**src/rtl/cfg_retry_pkg.sv**
```systemverilog
package cfg_retry_pkg;

  typedef enum logic [2:0] {
    S_IDLE,
    S_ISSUE,
    S_WAIT,
    S_GAP,
    S_RESP
  } cre_state_e;

  localparam int BUS_W = 8;
  localparam int DEV_W = 5;
  localparam int FN_W  = 3;
  localparam int REG_W = 12;
  localparam int DW    = 32;

  localparam logic [2:0]    CPL_RETRY   = 3'd2;
  localparam logic [DW-1:0] VENDOR_HOLD = 32'hFFFF_0001;

  // bus | device | function | zero | dword offset | zero | type bit
  function automatic logic [DW-1:0] pack_cfg_addr(
    input logic [BUS_W-1:0] bus,
    input logic [DEV_W-1:0] dev,
    input logic [FN_W-1:0]  fn,
    input logic [REG_W-1:0] regoff
  );
    return {bus, dev, fn, 4'b0000, regoff[11:2], 1'b0, (bus != '0)};
  endfunction

endpackage

```
**src/rtl/cre_budget_timer.sv**
```systemverilog
module cre_budget_timer #(
  parameter int CW = 32
) (
  input  logic          clk,
  input  logic          rst_n,
  input  logic          restart,
  input  logic          run,
  input  logic [CW-1:0] limit,
  output logic          expired
);
  logic [CW-1:0] elapsed;

  always_ff @(posedge clk or negedge rst_n) begin
    if (!rst_n) begin
      elapsed <= '0;
    end else if (restart) begin
      elapsed <= '0;
    end else if (run && (elapsed != '1)) begin
      elapsed <= elapsed + 1'b1;
    end
  end

  assign expired = (elapsed >= limit);
endmodule

```
**src/rtl/cre_lane_extract.sv**
```systemverilog
module cre_lane_extract #(
  parameter int DW = 32
) (
  input  logic [DW-1:0] dword,
  input  logic [1:0]    lane,
  input  logic [2:0]    size,
  output logic [DW-1:0] value
);
  logic [DW-1:0] shifted;

  assign shifted = dword >> {lane, 3'b000};

  always_comb begin
    case (size)
      3'd1:    value = {{(DW-8){1'b0}}, shifted[7:0]};
      3'd2:    value = {{(DW-16){1'b0}}, shifted[15:0]};
      default: value = dword;
    endcase
  end
endmodule

```
**src/rtl/cfg_retry_engine.sv**
```systemverilog
module cfg_retry_engine
  import cfg_retry_pkg::*;
#(
  parameter int CW  = 32,
  parameter int RCW = 16
) (
  input  logic           clk,
  input  logic           rst_n,
  input  logic           sv_enable,
  input  logic [CW-1:0]  retry_gap,
  input  logic [CW-1:0]  retry_budget,
  input  logic           req_valid,
  output logic           req_ready,
  input  logic           req_write,
  input  logic [7:0]     req_bus,
  input  logic [4:0]     req_dev,
  input  logic [2:0]     req_fn,
  input  logic [11:0]    req_reg,
  input  logic [2:0]     req_size,
  input  logic [31:0]    req_wdata,
  output logic           dn_valid,
  input  logic           dn_ready,
  output logic           dn_write,
  output logic [31:0]    dn_addr,
  output logic [31:0]    dn_wdata,
  input  logic           cpl_valid,
  input  logic [2:0]     cpl_status,
  input  logic [31:0]    cpl_data,
  output logic           rsp_valid,
  input  logic           rsp_ready,
  output logic [31:0]    rsp_data,
  output logic           rsp_err,
  output logic           rsp_crs,
  output logic           busy,
  output logic [RCW-1:0] retry_count,
  output logic           abort_flag,
  input  logic           abort_clr
);
  cre_state_e st;

  logic          t_write;
  logic [7:0]    t_bus;
  logic [4:0]    t_dev;
  logic [2:0]    t_fn;
  logic [11:0]   t_reg;
  logic [2:0]    t_size;
  logic [31:0]   t_wdata;
  logic [31:0]   raw;
  logic          fin_err;
  logic          fin_crs;
  logic [CW-1:0] gcnt;
  logic [RCW-1:0] rcnt;

  logic accept, expired, is_retry, vendor_hit, exhaust_now;
  logic [31:0] shaped;

  assign accept      = (st == S_IDLE) && req_valid;
  assign is_retry    = cpl_valid && (cpl_status == CPL_RETRY);
  assign vendor_hit  = sv_enable && !t_write && (t_reg[11:1] == 11'd0);
  assign exhaust_now = (st == S_WAIT) && is_retry && !vendor_hit && expired;

  cre_budget_timer #(.CW(CW)) u_budget (
    .clk     (clk),
    .rst_n   (rst_n),
    .restart (accept),
    .run     ((st == S_ISSUE) || (st == S_WAIT) || (st == S_GAP)),
    .limit   (retry_budget),
    .expired (expired)
  );

  cre_lane_extract #(.DW(32)) u_lane (
    .dword (raw),
    .lane  (t_reg[1:0]),
    .size  (t_size),
    .value (shaped)
  );

  always_ff @(posedge clk or negedge rst_n) begin
    if (!rst_n) begin
      st      <= S_IDLE;
      t_write <= 1'b0;
      t_bus   <= '0;
      t_dev   <= '0;
      t_fn    <= '0;
      t_reg   <= '0;
      t_size  <= '0;
      t_wdata <= '0;
      raw     <= '0;
      fin_err <= 1'b0;
      fin_crs <= 1'b0;
      gcnt    <= '0;
      rcnt    <= '0;
    end else begin
      case (st)
        S_IDLE: if (req_valid) begin
          t_write <= req_write;
          t_bus   <= req_bus;
          t_dev   <= req_dev;
          t_fn    <= req_fn;
          t_reg   <= req_reg;
          t_size  <= req_size;
          t_wdata <= req_wdata;
          rcnt    <= '0;
          st      <= S_ISSUE;
        end
        S_ISSUE: if (dn_ready) st <= S_WAIT;
        S_WAIT: if (cpl_valid) begin
          if (!is_retry) begin
            raw <= cpl_data; fin_err <= 1'b0; fin_crs <= 1'b0; st <= S_RESP;
          end else if (vendor_hit) begin
            raw <= VENDOR_HOLD; fin_err <= 1'b0; fin_crs <= 1'b0; st <= S_RESP;
          end else if (expired) begin
            raw <= '1; fin_err <= 1'b1; fin_crs <= 1'b1; st <= S_RESP;
          end else begin
            gcnt <= retry_gap;
            st   <= S_GAP;
          end
        end
        S_GAP: begin
          if (gcnt == '0) begin
            st <= S_ISSUE;
            if (rcnt != '1) rcnt <= rcnt + 1'b1;
          end else begin
            gcnt <= gcnt - 1'b1;
          end
        end
        S_RESP: if (rsp_ready) st <= S_IDLE;
        default: st <= S_IDLE;
      endcase
    end
  end

  always_ff @(posedge clk or negedge rst_n) begin
    if (!rst_n)           abort_flag <= 1'b0;
    else if (exhaust_now) abort_flag <= 1'b1;
    else if (abort_clr)   abort_flag <= 1'b0;
  end

  assign req_ready   = (st == S_IDLE);
  assign busy        = (st != S_IDLE);
  assign dn_valid    = (st == S_ISSUE);
  assign dn_write    = t_write;
  assign dn_addr     = pack_cfg_addr(t_bus, t_dev, t_fn, t_reg);
  assign dn_wdata    = t_wdata;
  assign rsp_valid   = (st == S_RESP);
  assign rsp_data    = t_write ? 32'd0 : shaped;
  assign rsp_err     = fin_err;
  assign rsp_crs     = rsp_valid && fin_crs && !sv_enable;
  assign retry_count = rcnt;
endmodule

```
**config.mk**
```make
export PLATFORM = sky130hd
export DESIGN_NAME = cfg_retry_engine
export DESIGN_NICKNAME = d
export VERILOG_FILES = /design/src/rtl/cfg_retry_pkg.sv /design/src/rtl/cre_budget_timer.sv /design/src/rtl/cre_lane_extract.sv /design/src/rtl/cfg_retry_engine.sv
export SDC_FILE = /design/constraint.sdc
export NUM_CORES = 1
export LEC_CHECK = 0
export BUFFER_PORTS_ARGS = -buffer_cell sky130_fd_sc_hd__clkbuf_2
export CAP_MARGIN = 30
export CORE_ASPECT_RATIO = 2
export CORE_MARGIN = 2
export CORE_UTILIZATION = 54
export CTS_BUF_LIST = sky130_fd_sc_hd__clkbuf_8
export DETAILED_ROUTE_END_ITERATION = 8
export PLACE_DENSITY = 0.93
export SLEW_MARGIN = 20
export SYNTH_ARGS = -nofsm -noshare
export SYNTH_HDL_FRONTEND = slang
export SYNTH_SLANG_ARGS = --single-unit
```
**constraint.sdc**
```tcl
create_clock -name clk -period 3.8 [get_ports clk]
set_clock_uncertainty 0.1 [all_clocks]
set_input_delay 0.95 -clock clk [delete_from_list [all_inputs] [get_ports clk]]
set_output_delay 0.95 -clock clk [all_outputs]
set_load 0.005 [all_outputs]
```
# Word-level counts from Yosys, hierarchy flattened
# Cells that the tools add are included.
# totals
ff_bits	181
output_inout_bits	120
# classes
n_reduce_logical	29
n_shift	1
n_eq_ne	20
addsub	3
n_lt_le_gt_ge	1
muxes	31
# ops
operator	n
32-bit two-way mux	11
32-bit one-hot mux with 2 select lines	2
16-bit two-way mux	3
32-bit by 1-bit adder with 32-bit output, second input constant	1
32-bit >= comparator	1
32-bit zero test	1
32-bit inequality test, second input constant	1
16-bit one-hot mux with 2 select lines	1
32-bit by 5-bit >> shifter with 16-bit output	1
32-bit by 1-bit subtractor with 32-bit output, second input constant	1
3-bit two-way mux	8
16-bit by 1-bit adder with 16-bit output, second input constant	1
16-bit inequality test, second input constant	1
3-bit one-hot mux with 5 select lines	1
3-bit by 2-bit equality test with 1-bit output, second input constant	4
2-bit inequality test, second input constant	6
11-bit zero test	1
1-bit logical AND	10
2-bit by 1-bit inequality test with 1-bit output, second input constant	4
2-bit nonzero test	4
8-bit nonzero test	1
3-bit by 1-bit equality test with 1-bit output, second input constant	2
6-bit AND reduction	1
1-bit two-way mux	5
10 further kinds	13

# Logic depth before layout (Yosys ltp)
# depth
ltp_word	7
mapped_depth	12
depth_no_buf	9

# Cells and area by module
# A second synthesis with hierarchy kept.
# unflattened
cells_unflattened	1285
hier_area_um2	10915.5
# by_module_without_submodules
module	seq_area_each_um2	area_each_um2	instances	cells_each
cfg_retry_engine	3728.6	7552.2	1	876
cre_budget_timer	800.8	2671.3	1	305
cre_lane_extract	0.0	691.9	1	104

# Worst setup path after synthesis
# No wires, ideal clock.
# synth_path
kind	input to register
start	input retry_budget[14]
end	register gcnt[25]
setup_slack_ns	0.515
path_buffers	1
setup_time_ns	0.123
t_arrival_ns	3.062
path_stages	10
path_cell_list	inv_1 > ha_1 > nand4_1 > or4_1 > a31oi_1 > o31ai_1 > a21oi_1 > nor2_1 > clkbuf_1 > o221a_1
# synth_between
elab_chain_cells	3
# synth_lines
element	line	text
start, declared	cfg_retry_engine.sv:11	input logic [CW-1:0] retry_budget,
32-bit >= comparator	cre_budget_timer.sv:23	assign expired = (elapsed >= limit);
2-bit inequality test (no source line)	-	
6-bit AND reduction (no source line)	-	
end signal, assigned	cfg_retry_engine.sv:115	gcnt <= retry_gap;
end signal, assigned	cfg_retry_engine.sv:124	gcnt <= gcnt - 1'b1;
end, declared	cfg_retry_engine.sv:51	logic [CW-1:0] gcnt;
# Every way passes these cells.
# A chain may end at the register's enable or synchronous reset.

# Worst setup path in the final report
# layout_path
start	register gcnt[0]
end	register rcnt[3] (netlist: retry_count[3])
# layout_between
elab_chain_cells	3
# layout_lines
element	line	text
32-bit zero test	cfg_retry_engine.sv:120	if (gcnt == '0) begin
2-bit by 1-bit inequality test with 1-bit output (no source line)	-	
4-bit AND reduction (no source line)	-	
end signal, assigned	cfg_retry_engine.sv:122	if (rcnt != '1) rcnt <= rcnt + 1'b1;
end, declared	cfg_retry_engine.sv:52	logic [RCW-1:0] rcnt;
# Every way passes these cells.

==> impl_metrics.py <==
metrics = {
    "clock_tree": {
        "cts.sinks": 181,
        "cts_buffer_depth": 2,
        "cts-root-buf": "clkbuf_8",
        "path_clk_slew_ns": 0.12,
        "cts_buffers": 17,
        "holdBufCountCts": 0,
        "htree_levels": 4,
        "cts_tree": "done",
        "postCtsResizedCells": 0,
        "clock_latency_ns": 0.48,
        "post_cts_buffers": 0,
    },
    "final_layout": {
        "final_common_cell": "clkbuf_2",
        "fin_nets": 1558,
        "syn2layout_area_growth_pct": 19.7,
        "layout-drive-gt1-share_pct": 31.4,
        "antenna_cells": 0,
        "final_cell_mix": "284 x clkbuf_2, 181 x dfrtp_1, 111 x nor2_1",
        "final_area_um2": 12200,
    },
    "power_and_ir_drop": {
        "power.leakage_nw": 5.83,
        "pwr-share-comb_pct": 43.0,
        "p_seq_share_pct": 40.7,
        "clockPowerShare_pct": 16.3,
        "ir_drop_v": 0.000409,
        "swShare_pct": 41.6,
        "power_switching_w": 0.00342,
        "power.density_nw_per_um2": 673,
        "p_int_w": 0.00479,
    },
    "die": {
        "start_util_pct": 54.6,
        "rows": 71,
        "die_area_um2": 20100,
        "core_um2": 18700,
        "fp.dieH_um": 198,
        "die_w_um": 101,
        "io_pins": 291,
    },
    "setup_path": {
        "critical_path.max_fanout": 10,
        "critical_path_class": "reg -> reg",
        "crit_chain": "inv_1 > ha_1 > or3b_1 > or3_1 > nor4_4 > o22ai_2 > or2_1 > o41ai_1",
        "rr_startpoint": "gcnt[0]",
        "start_kind": "flop",
        "crit_family": "simple AND/OR/NAND/NOR gates",
        "worst_path_max_delay_cell": "or3_1",
        "reg2reg_depth": 8,
        "slowest_delay_ns": 0.53,
        "cp.required_ns": 4.06,
        "path_buf_inv": 1,
        "cp.arrival_ns": 3.66,
        "reg2reg_slack_ns": 0.40,
        "r2r-end": "retry_count[3]",
        "cp-end-kind": "flop",
    },
    "drt": {
        "drc": 0,
        "wire_per_inst_um": 18.5,
        "drtIter0Drc": 442,
        "wl_mm": 29.3,
        "via_count": 9512,
        "drt_pre_antenna_iters": 5,
        "drtAntennaViolNets": 0,
        "vias_per_cell": 6.01,
    },
    "job": {
        "cap_violations": 0,
    },
    "synthesis": {
        "ys_warn_count": 0,
        "synth-seq-cells": 181,
        "synth_area_um2": 10200,
        "synth_top_area_share_pct": 44.4,
        "yosys.area.top_type": "dfrtp_1",
        "synth-async-reset-ratio_pct": 100,
        "synthTopCellsByArea": "dfrtp_1 44%, mux2_2 8.0%, ha_1 4.3%",
        "synth_area_per_cell_um2": 9.27,
        "synth_cells": 1100,
        "synth_flop_cell": "dfrtp_1",
        "yosysSeqAreaShare_pct": 44.4,
        "synth_edf_count": 0,
        "synth_cell_types": 71,
    },
    "sta": {
        "fmax_ghz": 0.294,
        "finalSetupViolCount": 0,
        "finalCritPeriodShare_pct": 89.5,
        "layout_setup_ws_ns": 0.400,
        "slew_viol_final": 0,
        "finalSetupTns_ns": 0,
        "slew_headroom_pct": 45.2,
        "whs_ns": 0.260,
        "fin_crit_ns": 3.40,
        "tightest_slew_ns": 0.802,
        "finalHoldViolCount": 0,
        "rsz0062_at_grt": "false",
    },
    "grt": {
        "grt_use_total_pct": 29.3,
        "grt_pass1_wl_mm": 46.1,
        "antenna_found_initial": 0,
        "grt-ovfl-total": 0,
        "grt_max_degree": 104,
        "first_global_vias": 9469,
    },
    "min_path": {
        "hold_path_class": "in -> async",
    },
    "placement": {
        "placed_area_um2": 11800,
        "finalWeightedCongestion": 0.989,
        "hpwl_mm": 22.2,
        "io_buffers": 285,
        "preCtsSetupSlack_ns": 0.283,
    },
    "run_status": {
        "status": "finished, final reports clean",
    },
}
-- routing by layer --
layer | vias to the layer above | global-route usage (%) | part of all wire (%)
met5 | - | 0 | 0
met4 | 0 | 15.4 | 4.9
met3 | 112 | 5.72 | 6.2
met2 | 469 | 51.9 | 53
met1 | 4542 | 32.3 | 36
li1 | 4389 | - | -
-- kinds of logic after synthesis --
kind of cell	after synthesis	synth area share [%]
fa+ha+maj	35	4.30
buf+inv	126	5.35
mux	81	8.84
other cells	1	0.0368
simple gates	392	19.0
xor+xnor	38	3.27
flops	181	44.4
compound gates	246	14.8
-- cell type report --
cell class	count	area [um^2]
Clock buffer	17	234
Clock inverter	15	180
Fill cell	1501	6450
Inverter	48	180
Multi-Input combinational cell	797	5160
Sequential cell	181	4530
Tap cell	219	274
Timing Repair Buffer	307	1650
-- stage by stage --
step / util (%) / instances / power, W
final: 65.4 / 1584 / 0.00821
after global routing: 65.4 / 1584 / 0.00876
after CTS: 65.4 / 1583 / 0.00819
after detailed placement: 63.2 / 1551 / 0.00685
after global placement: 63.2 / 1551 / 0.00668
after floorplan: - / 1104 / 0.00551
-- how the worst max path moves through the flow --
| stage | slack (ns) | from | end | depth (start not counted) |
|---|---|---|---|---|
| finish | 0.40 | gcnt[0] | retry_count[3] | 8 |
| global route | 0.22 | gcnt[0] | retry_count[3] | 8 |
| CTS | 0.40 | gcnt[0] | retry_count[6] | 9 |
| detailed placement | 0.28 | sv_enable | gcnt[30] | 8 |
| global placement | 0.29 | sv_enable | gcnt[30] | 8 |
| floorplan | 0.52 | retry_budget[14] | gcnt[25] | 10 |
-- synthesized netlist by cell type, drive strengths merged (4+ instances only) --
library cell  count
and3              5
mux2i             9
o21ai            75
or2               7
nand2            93
nor2            112
a22o              9
a22oi            10
nor4             13
o21a              5
clkbuf           52
ha               35
inv              48
xor2             15
mux2             72
o22ai            15
o2bb2ai           8
a21o              5
a31oi            16
nand2b            6
or3               9
or4               7
dfrtp           181
nand4            21
a21oi            67
o211ai            4
buf              26
nor3             34
and2             25
nand3            40
xnor2            23
o31ai            11
-- power by group through the flow --
stage / clock network [W] / registers (W) / logic [W]
after detailed placement: 0 / 0.00335 / 0.00350
after CTS: 0.00136 / 0.00331 / 0.00352
after global routing: 0.00142 / 0.00343 / 0.00391
final: 0.00134 / 0.00334 / 0.00353
after global placement: 0 / 0.00330 / 0.00337
after floorplan: 0 / 0.00314 / 0.00237
-- worst reg2reg max path: cells and delay by family, from the launching register on --
kind | cells | cell delay [ns]
and+or+nand+nor | 4 | 1.83
AOI/OAI and AO/OA | 2 | 0.63
DFF | 1 | 0.45
adders and majority gates | 1 | 0.18
buffers and inverters | 1 | 0.10
No activity file was read; power rests on OpenSTA's default activity.
